**src/rtl/ddr8_host_pkg.sv**
```systemverilog
package ddr8_host_pkg;
  localparam int OP_W       = 3;
  localparam int ADDR_W     = 45;
  localparam int HDR_BYTES  = 6;
  localparam int WR_BYTES   = 2;
  localparam int OP_RD_BIT  = 2;

  typedef enum logic [1:0] {
    ST_IDLE,
    ST_HDR,
    ST_WDAT,
    ST_RDAT
  } host_st_t;
endpackage

```
**src/rtl/ddr8_hdr_shift.sv**
```systemverilog
module ddr8_hdr_shift #(
  parameter int NBYTES = 8
) (
  input  logic                clk,
  input  logic                rst,
  input  logic                load,
  input  logic                shift,
  input  logic [8*NBYTES-1:0] din,
  output logic [7:0]          byte_o
);
  localparam int SW = 8 * NBYTES;

  logic [SW-1:0] sreg;

  always_ff @(posedge clk) begin
    if (rst)        sreg <= '0;
    else if (load)  sreg <= din;
    else if (shift) sreg <= {sreg[SW-9:0], 8'h00};
  end

  assign byte_o = sreg[SW-1 -: 8];
endmodule

```
**src/rtl/ddr8_ck_gen.sv**
```systemverilog
module ddr8_ck_gen #(
  parameter bit DIFF_CLK = 1'b1
) (
  input  logic clk,
  input  logic rst,
  input  logic start,
  input  logic run,
  input  logic stop,
  output logic ck,
  output logic ck_n
);
  always_ff @(posedge clk) begin
    if (rst || stop) ck <= 1'b0;
    else if (start)  ck <= 1'b1;
    else if (run)    ck <= ~ck;
  end

  generate
    if (DIFF_CLK) begin : g_pair
      assign ck_n = ~ck;
    end else begin : g_single
      assign ck_n = 1'b0;
    end
  endgenerate
endmodule

```
**src/rtl/ddr8_rd_track.sv**
```systemverilog
module ddr8_rd_track #(
  parameter int LEN_W      = 8,
  parameter int TMO_CYCLES = 32
) (
  input  logic             clk,
  input  logic             rst,
  input  logic             clear,
  input  logic             sample,
  input  logic             rds,
  input  logic [LEN_W-1:0] len,
  output logic             last,
  output logic             tmo
);
  localparam int TMO_W = $clog2(TMO_CYCLES + 1);

  logic [LEN_W-1:0] cnt;
  logic [LEN_W:0]   cnt_nxt;
  logic [TMO_W-1:0] quiet;
  logic [TMO_W-1:0] quiet_nxt;

  assign cnt_nxt   = {1'b0, cnt} + {{LEN_W{1'b0}}, 1'b1};
  assign quiet_nxt = quiet + TMO_W'(1);
  assign last      = sample && rds && (cnt_nxt >= {1'b0, len});
  assign tmo       = sample && !rds && (quiet_nxt == TMO_W'(TMO_CYCLES));

  always_ff @(posedge clk) begin
    if (rst || clear) begin
      cnt   <= '0;
      quiet <= '0;
    end else if (sample) begin
      if (rds) begin
        cnt   <= cnt_nxt[LEN_W-1:0];
        quiet <= '0;
      end else if (!tmo) begin
        quiet <= quiet_nxt;
      end else begin
        quiet <= '0;
      end
    end
  end

  AST_QUIET_BELOW_LIMIT: assert property (@(posedge clk) disable iff (rst)
    sample |-> (quiet < TMO_W'(TMO_CYCLES)));
endmodule

```
**src/rtl/ddr8_host_ctrl.sv**
```systemverilog
module ddr8_host_ctrl
  import ddr8_host_pkg::*;
#(
  parameter bit DIFF_CLK   = 1'b1,
  parameter int LEN_W      = 8,
  parameter int GAP_W      = 4,
  parameter int TMO_CYCLES = 32
) (
  input  logic              clk,
  input  logic              rst,
  input  logic [GAP_W-1:0]  cfg_cs_gap,
  input  logic              req_valid,
  output logic              req_ready,
  input  logic [OP_W-1:0]   req_op,
  input  logic [ADDR_W-1:0] req_addr,
  input  logic [15:0]       req_wdata,
  input  logic [LEN_W-1:0]  req_len,
  output logic              rd_valid,
  output logic [7:0]        rd_data,
  output logic              done,
  output logic              err,
  output logic              bus_cs_n,
  output logic              bus_ck,
  output logic              bus_ck_n,
  output logic [7:0]        bus_dq_out,
  output logic              bus_dq_oe,
  input  logic [7:0]        bus_dq_in,
  input  logic              bus_rds
);
  localparam int SH_BYTES = HDR_BYTES + WR_BYTES;
  localparam int POS_W    = $clog2(SH_BYTES);
  localparam logic [POS_W-1:0] POS_HDR_END = POS_W'(HDR_BYTES - 1);
  localparam logic [POS_W-1:0] POS_WR_END  = POS_W'(SH_BYTES - 1);

  host_st_t         st;
  logic [POS_W-1:0] pos;
  logic [GAP_W-1:0] gap;
  logic [LEN_W-1:0] len_q;
  logic             accept;
  logic             fin;
  logic             trk_last;
  logic             trk_tmo;

  assign req_ready = (st == ST_IDLE) && (gap == '0);
  assign accept    = req_valid && req_ready;
  assign fin       = ((st == ST_WDAT) && (pos == POS_WR_END)) ||
                     ((st == ST_RDAT) && (trk_last || trk_tmo));

  ddr8_hdr_shift #(.NBYTES(SH_BYTES)) u_shift (
    .clk    (clk),
    .rst    (rst),
    .load   (accept),
    .shift  (st != ST_IDLE),
    .din    ({req_op, req_addr, req_wdata}),
    .byte_o (bus_dq_out)
  );

  ddr8_ck_gen #(.DIFF_CLK(DIFF_CLK)) u_ck (
    .clk   (clk),
    .rst   (rst),
    .start (accept),
    .run   (st != ST_IDLE),
    .stop  (fin),
    .ck    (bus_ck),
    .ck_n  (bus_ck_n)
  );

  ddr8_rd_track #(.LEN_W(LEN_W), .TMO_CYCLES(TMO_CYCLES)) u_trk (
    .clk    (clk),
    .rst    (rst),
    .clear  (accept),
    .sample (st == ST_RDAT),
    .rds    (bus_rds),
    .len    (len_q),
    .last   (trk_last),
    .tmo    (trk_tmo)
  );

  always_ff @(posedge clk) begin
    if (rst) begin
      st        <= ST_IDLE;
      pos       <= '0;
      gap       <= '0;
      len_q     <= '0;
      bus_cs_n  <= 1'b1;
      bus_dq_oe <= 1'b0;
      rd_valid  <= 1'b0;
      rd_data   <= '0;
      done      <= 1'b0;
      err       <= 1'b0;
    end else begin
      rd_valid <= 1'b0;
      done     <= 1'b0;
      err      <= 1'b0;
      case (st)
        ST_IDLE: begin
          if (gap != '0) gap <= gap - GAP_W'(1);
          if (accept) begin
            st        <= ST_HDR;
            pos       <= '0;
            len_q     <= req_len;
            bus_cs_n  <= 1'b0;
            bus_dq_oe <= 1'b1;
          end
        end
        ST_HDR: begin
          pos <= pos + POS_W'(1);
          if (pos == POS_HDR_END) begin
            if (req_op_rd_q) begin
              st        <= ST_RDAT;
              bus_dq_oe <= 1'b0;
            end else begin
              st <= ST_WDAT;
            end
          end
        end
        ST_WDAT: pos <= pos + POS_W'(1);
        ST_RDAT: begin
          if (bus_rds) begin
            rd_valid <= 1'b1;
            rd_data  <= bus_dq_in;
          end
        end
        default: st <= ST_IDLE;
      endcase
      if (fin) begin
        st        <= ST_IDLE;
        bus_cs_n  <= 1'b1;
        bus_dq_oe <= 1'b0;
        done      <= 1'b1;
        err       <= trk_tmo;
        gap       <= (cfg_cs_gap == '0) ? '0 : cfg_cs_gap - GAP_W'(1);
      end
    end
  end

  logic req_op_rd_q;
  always_ff @(posedge clk) begin
    if (rst)         req_op_rd_q <= 1'b0;
    else if (accept) req_op_rd_q <= req_op[OP_RD_BIT];
  end

  AST_CK_LOW_DESELECTED: assert property (@(posedge clk) disable iff (rst)
    bus_cs_n |-> !bus_ck);
  AST_CK_TOGGLES_SELECTED: assert property (@(posedge clk) disable iff (rst)
    (!bus_cs_n && !$past(bus_cs_n)) |-> (bus_ck != $past(bus_ck)));
  AST_OE_WITHIN_SELECT: assert property (@(posedge clk) disable iff (rst)
    bus_dq_oe |-> !bus_cs_n);
  AST_RDATA_BUS_RELEASED: assert property (@(posedge clk) disable iff (rst)
    rd_valid |-> !bus_dq_oe);
  AST_READY_DESELECTED: assert property (@(posedge clk) disable iff (rst)
    req_ready |-> bus_cs_n);
  AST_DONE_AT_CS_RISE: assert property (@(posedge clk) disable iff (rst)
    done |-> (bus_cs_n && !$past(bus_cs_n)));
  AST_ERR_WITH_DONE: assert property (@(posedge clk) disable iff (rst)
    err |-> done);
endmodule

```
**config.mk**
```make
export PLATFORM = sky130hd
export DESIGN_NAME = ddr8_host_ctrl
export DESIGN_NICKNAME = d
export VERILOG_FILES = /design/src/rtl/ddr8_host_pkg.sv /design/src/rtl/ddr8_hdr_shift.sv /design/src/rtl/ddr8_ck_gen.sv /design/src/rtl/ddr8_rd_track.sv /design/src/rtl/ddr8_host_ctrl.sv
export SDC_FILE = /design/constraint.sdc
export NUM_CORES = 1
export LEC_CHECK = 0
export ABC_CLOCK_PERIOD_IN_PS = 4100
export BUFFER_PORTS_ARGS = -buffer_cell sky130_fd_sc_hd__buf_2
export CAP_MARGIN = 30
export CORE_MARGIN = 2
export CORE_UTILIZATION = 58
export DETAILED_ROUTE_END_ITERATION = 10
export PLACE_DENSITY = 0.93
export SYNTH_ARGS = -nofsm -noshare
export SYNTH_HDL_FRONTEND = slang
export SYNTH_SLANG_ARGS = --single-unit
```
**constraint.sdc**
```tcl
create_clock -name clk -period 4.1 [get_ports clk]
set_clock_uncertainty 0.05 [all_clocks]
set_input_delay 0.615 -clock clk [delete_from_list [all_inputs] [get_ports clk]]
set_output_delay 0.615 -clock clk [all_outputs]
set_load 0.05 [all_outputs]
```
Word level (Yosys, flattened, before mapping). Cells that the tools add are included.

Flip-flop bits (word level): 110. Output and inout port bits: 24. Logic and storage cells: 88.

Add/sub/neg operators: 5. Magnitude comparators: 1. Equal/unequal tests: 9. Muxes and demuxes: 22. Bitwise gates (word level): 3. Reduce and logical (&&, ||, !) cells: 33.

Operators by type and width (count): 2-to-1 mux 64 bit (2); 2-to-1 mux 4 bit (4); 2-to-1 mux 6 bit (2); nonzero test 2 bit (6); adder 8 x 1 -> 9 bit, second input constant (1); greater-or-equal comparator 9 x 8 -> 1 bit (1); logical AND 1 bit (8); logical NOT 4 bit (2); 2-to-1 mux 1 bit (8); AND reduction 2 bit (4); OR reduction 2 bit (4); subtractor 4 x 1 -> 4 bit, second input constant (2); adder 6 x 1 -> 6 bit, second input constant (1); == test 3 bit, second input constant (2); == test 6 bit, second input constant (1); case mux 3 bit (2 select lines) (1); == test 2 bit, second input constant (2); logical OR 1 bit (4); 2-to-1 mux 2 bit (2); != test 2 bit, second input constant (2); case mux 2 bit (2 select lines) (1); AND reduction 4 bit (1); nonzero test 4 bit (1); adder 3 x 1 -> 3 bit, second input constant (1); 8 further kinds (10).

Depth between registers and ports, before layout.
Depth after elaboration: 8. Depth in mapped cells: 10. Depth with buffers taken out: 10.

Modules after synthesis. Synthesis repeated with hierarchy kept, for this count alone.

Cells, all modules: 602. Area, all modules: 5634.2 sq um.

Modules (own cells, without submodules): ddr8_hdr_shift (times used 1, cells each 293, area each 2995.4 sq um, sequential area each 1281.2 sq um); ddr8_host_ctrl (times used 1, cells each 176, area each 1577.8 sq um, sequential area each 620.6 sq um); ddr8_rd_track (times used 1, cells each 128, area each 1017.2 sq um, sequential area each 280.3 sq um); ddr8_ck_gen (times used 1, cells each 5, area each 43.8 sq um, sequential area each 20.0 sq um).

Worst setup path after synthesis. No wires, ideal clock.

Path type: reg2reg. From: register u_trk.cnt[0]. To: register gap[0]. Arrival: 2.582 ns. Slack: 1.347 ns. Cell stages (with the launch flop): 11. Path buffers: 0. Clock period less this slack: 2.753 ns. Cell sequence: dfxtp_1 > ha_1 > nand3_1 > or2_2 > xnor2_1 > ha_1 > a21oi_1 > o21ai_0 > o211a_1 > nor3_2 > mux2_2.

Cells in the longest elaborated chain, start to end: 8. Elaborated cells between the ends (all ways): 10. Those cells by class: add/sub (1); order compare (1); mux (1); reduce/logical (7).

Ends and longest elaborated chain: start: declaration (RTL line ddr8_rd_track.sv:16) `logic [LEN_W-1:0] cnt;`; start signal: assignment (RTL line ddr8_rd_track.sv:32) `cnt <= cnt_nxt[LEN_W-1:0];`; adder 8 x 1 -> 9 bit (*) (RTL line ddr8_rd_track.sv:21) `assign cnt_nxt = {1'b0, cnt} + {{LEN_W{1'b0}}, 1'b1};`; via u_trk.cnt_nxt[6] (RTL line ddr8_rd_track.sv:17) `logic [LEN_W:0] cnt_nxt;`; greater-or-equal comparator 9 x 8 -> 1 bit (*) (RTL line ddr8_rd_track.sv:23) `assign last = sample && rds && (cnt_nxt >= {1'b0, len});`; logical AND 1 bit (*) (RTL line ddr8_rd_track.sv:23); logical OR 1 bit (*) (RTL line ddr8_host_ctrl.sv:47) `((st == ST_RDAT) && (trk_last || trk_tmo));`; logical AND 1 bit (*) (RTL line ddr8_host_ctrl.sv:47); logical OR 1 bit (*) (RTL line ddr8_host_ctrl.sv:46) `assign fin = ((st == ST_WDAT) && (pos == POS_WR_END)) ||`; nonzero test 2 bit (no line); AND reduction 2 bit (no line); end signal: assignment (RTL line ddr8_host_ctrl.sv:97) `if (gap != '0) gap <= gap - GAP_W'(1);`; end signal: assignment (RTL line ddr8_host_ctrl.sv:132) `gap <= (cfg_cs_gap == '0) ? '0 : cfg_cs_gap - GAP_W'(1);`; end: declaration (RTL line ddr8_host_ctrl.sv:37) `logic [GAP_W-1:0] gap;`.

Mark *: on every way through the listed nets, which the timed path passes. The rest lies on a longest branch. A chain may end at the register's enable or synchronous reset.

Worst setup path in the final report.
From: register u_trk.cnt[0]. To: register gap[2].

Same word-level chain as after synthesis.

==> flow_metrics.py <==
metrics = {
    "outcome": {
        "outcome": "finished, final reports clean",
    },
    "yosys": {
        "ys_warn_count": 0,
        "synth_edf_count": 0,
        "synthDistinctLibCells": 47,
        "synth_cells": 583,
        "syn_area_sq_mm": 0.00500,
        "syn_nets": 691,
        "yosysSeqAreaShare": 0.440,
        "synth.area.top_cells": "dfxtp_1, a221oi_1, nor2b_1",
        "syn_area_per_cell_sq_um": 8.58,
        "synth.top_cell.area_share": 0.440,
        "ys_ff_latch": 110,
        "synthArstFlopShare": 0,
        "ys.flop_type": "dfxtp_1",
        "synth.most_common_cell": "dfxtp_1",
        "synth_top_area_cell": "dfxtp_1",
        "synthTopCellsByCount": "dfxtp_1, nor2_1, nand2_1, a221oi_1, nor2b_1",
    },
    "worst_setup_path": {
        "critical_path_class": "reg -> reg",
        "r2r_slack_ns": 1.01,
        "crit_path_end_kind": "flop",
        "startpoint": "u_trk.cnt[0]$_SDFFE_PP0P_",
        "cp-start-kind": "flop",
        "reg2reg_to": "gap[2]$_SDFFE_PP0P_",
        "critical_path_arrival_ns": 3.29,
        "endpoint": "gap[2]$_SDFFE_PP0P_",
        "cp.required_ns": 4.31,
        "rr_worst_depth": 10,
        "cp_max_fo": 5,
        "rr_startpoint": "u_trk.cnt[0]$_SDFFE_PP0P_",
    },
    "timing": {
        "finalSetupViolCount": 0,
        "whs_ns": 0.407,
        "finalSetupTns_ns": 0,
        "hold_viol": 0,
        "min_period_ns": 3.09,
        "tightest_slew_ns": 0.863,
        "max_freq_mhz": 324,
        "relSlewSlack": 0.423,
        "rsz0062_at_grt": "false",
        "drv_slew": 0,
        "finalCritPeriodShare": 0.753,
    },
    "placement": {
        "place_congestion": 0.834,
        "dpl.cell_count": 760,
        "io_buffers": 111,
        "hpwl_mm": 8.05,
    },
    "route": {
        "drc": 0,
        "viasPerCell": 5.71,
        "ant_nets": 0,
        "drtIter0Drc": 232,
        "wire_per_inst_um": 14.8,
        "vias": 4426,
        "wirelength_mm": 11.5,
        "drt-pass1-iter-count": 5,
    },
    "final_layout": {
        "n_antenna_cell": 0,
        "final_util": 0.691,
        "fillers": 662,
        "num-nets-final": 774,
        "final_layout_size_suffix_gt1_frac": 0.216,
        "area_delta_synth_final_pct": 14.7,
        "instances_no_fill": 775,
    },
    "clock_tree": {
        "cts_resized": 0,
        "postCtsHoldBufs": 0,
        "clkLatencyLatePin_ns": 0.36,
        "cts_tree": "built",
        "cts_buffer_depth": 2,
        "cts_buffers": 9,
        "clk_pin_slew_ns": 0.10,
        "htree_levels": 3,
        "clockRootBuffer": "clkbuf_8",
        "postCtsSetupRepairBufs": 0,
        "clkSinkCount": 110,
    },
    "floorplanning": {
        "die_w_um": 96.9,
        "ios": 112,
        "num_rows": 33,
        "core_sq_mm": 0.00830,
        "die-area_sq_mm": 0.00938,
        "initial_utilization": 0.603,
        "dieHeight_um": 96.9,
    },
    "global_routing": {
        "antenna_found_initial": 0,
        "grt_max_degree": 75,
        "grt_overflow": 0,
        "grt_pass1_vias": 4282,
        "grt_usage": 0.245,
        "grt_pass1_wl_mm": 19.5,
    },
    "power": {
        "total_power_w": 0.00377,
        "p_per_area_mw_per_mm2": 657,
        "ir_worst_vdd_uv": 499,
        "power.leakage_nw": 2.33,
    },
    "job": {
        "drv_cap": 0,
    },
    "min_path": {
        "min_path_type": "reg -> reg",
    },
}
==> where the power goes <==
part	internal (W)	total, W	switching [W]
Clock	0.000343	0.000698	0.000355
Combinational	0.000577	0.00160	0.00103
Sequential	0.00132	0.00146	0.000143
==> how the worst min path moves through the flow <==
stage / start / end / cells after the start
after detailed placement: bus_cs_n$_SDFFE_PP1P_ / bus_cs_n$_SDFFE_PP1P_ / 1
after global routing: bus_dq_in[0] / rd_data[0]$_SDFFE_PP0P_ / 3
final: bus_cs_n$_SDFFE_PP1P_ / bus_cs_n$_SDFFE_PP1P_ / 1
after global placement: rd_data[6]$_SDFFE_PP0P_ / rd_data[6]$_SDFFE_PP0P_ / 2
after CTS: rd_data[1]$_SDFFE_PP0P_ / rd_data[1]$_SDFFE_PP0P_ / 2
after floorplan: len_q[1]$_SDFFE_PP0P_ / len_q[1]$_SDFFE_PP0P_ / 2
==> worst max-delay path: stages (launching register included) <==
cell and delay (ns):
dfxtp_1 0.43, ha_1 0.26, nand3_1 0.16, or2_2 0.37, xnor2_1 0.14, ha_1 0.32
a21oi_1 0.13, o21ai_0 0.09, o211a_1 0.24, nor3_2 0.39, mux2_2 0.39
==> layer usage <==
layer | vias to the layer above | global-route usage | share of wire
li1 | 2192 | - | -
met1 | 2081 | 0.306 | 0.43
met2 | 142 | 0.425 | 0.50
met3 | 11 | 0.0527 | 0.056
met4 | 0 | 0.0758 | 0.0099
met5 | - | 0 | 0
==> metrics by stage <==
stage	instance area, sq um	worst slack [ns]
after CTS	5740	1.04
after global placement	5500	1.21
after floorplan	5000	1.35
after global routing	5740	0.818
final	5740	1.01
after detailed placement	5520	1.09
==> cell type report <==
| type | instances | area (sq um) | area share |
|---|---|---|---|
| multi-input combinational | 411 | 2520 | 0.440 |
| sequential | 110 | 2200 | 0.384 |
| timing repair buffer | 115 | 598 | 0.104 |
| tap | 105 | 131 | 0.0229 |
| clock buffer | 10 | 128 | 0.0223 |
| clock inverter | 5 | 83.8 | 0.0146 |
| inverter | 19 | 71.3 | 0.0124 |
==> cells in the final DEF (no fill, tap or decap), types with 2 or more instances in the layout <==
cell type / count
a21o_1: 2
a21oi_1: 44
a221oi_1: 55
a32oi_1: 3
and2_2: 2
and3_1: 4
buf_2: 111
buf_4: 3
bufinv_16: 2
clkbuf_8: 9
clkinvlp_4: 2
dfxtp_1: 110
ha_1: 19
inv_1: 19
mux2_2: 4
mux2i_1: 3
nand2_1: 64
nand2b_1: 2
nand3_1: 12
nand3b_1: 3
nand4_1: 2
nor2_1: 79
nor2b_1: 55
nor3_1: 6
nor3_2: 2
o211a_1: 2
o21ai_0: 13
or3_1: 2
xnor2_1: 11
xor2_1: 4
==> sequential cells by signal, summed over array words and instances, names as in the netlist <==
signal / flops
u_shift.sreg: 64
len_q: 8
rd_data: 8
u_trk.cnt: 8
u_trk.quiet: 6
gap: 4
pos: 3
st: 2
bus_cs_n: 1
bus_dq_oe: 1
done: 1
err: 1
rd_valid: 1
req_op_rd_q: 1
u_ck.ck: 1
==> logic make-up (layout without fill, tap and decap cells) <==
logic type | count (synthesis) | after routing | synth area share
DFF | 110 | 110 | 0.440
buffers and inverters | 62 | 149 | 0.0575
xor gates and xnor gates | 15 | 15 | 0.0263
adders and majority gates | 20 | 20 | 0.0500
and+or+nand+nor | 244 | 244 | 0.236
AOI/OAI and AO/OA | 125 | 125 | 0.175
muxes | 7 | 7 | 0.0150
(Power assumes the default switching activity.)
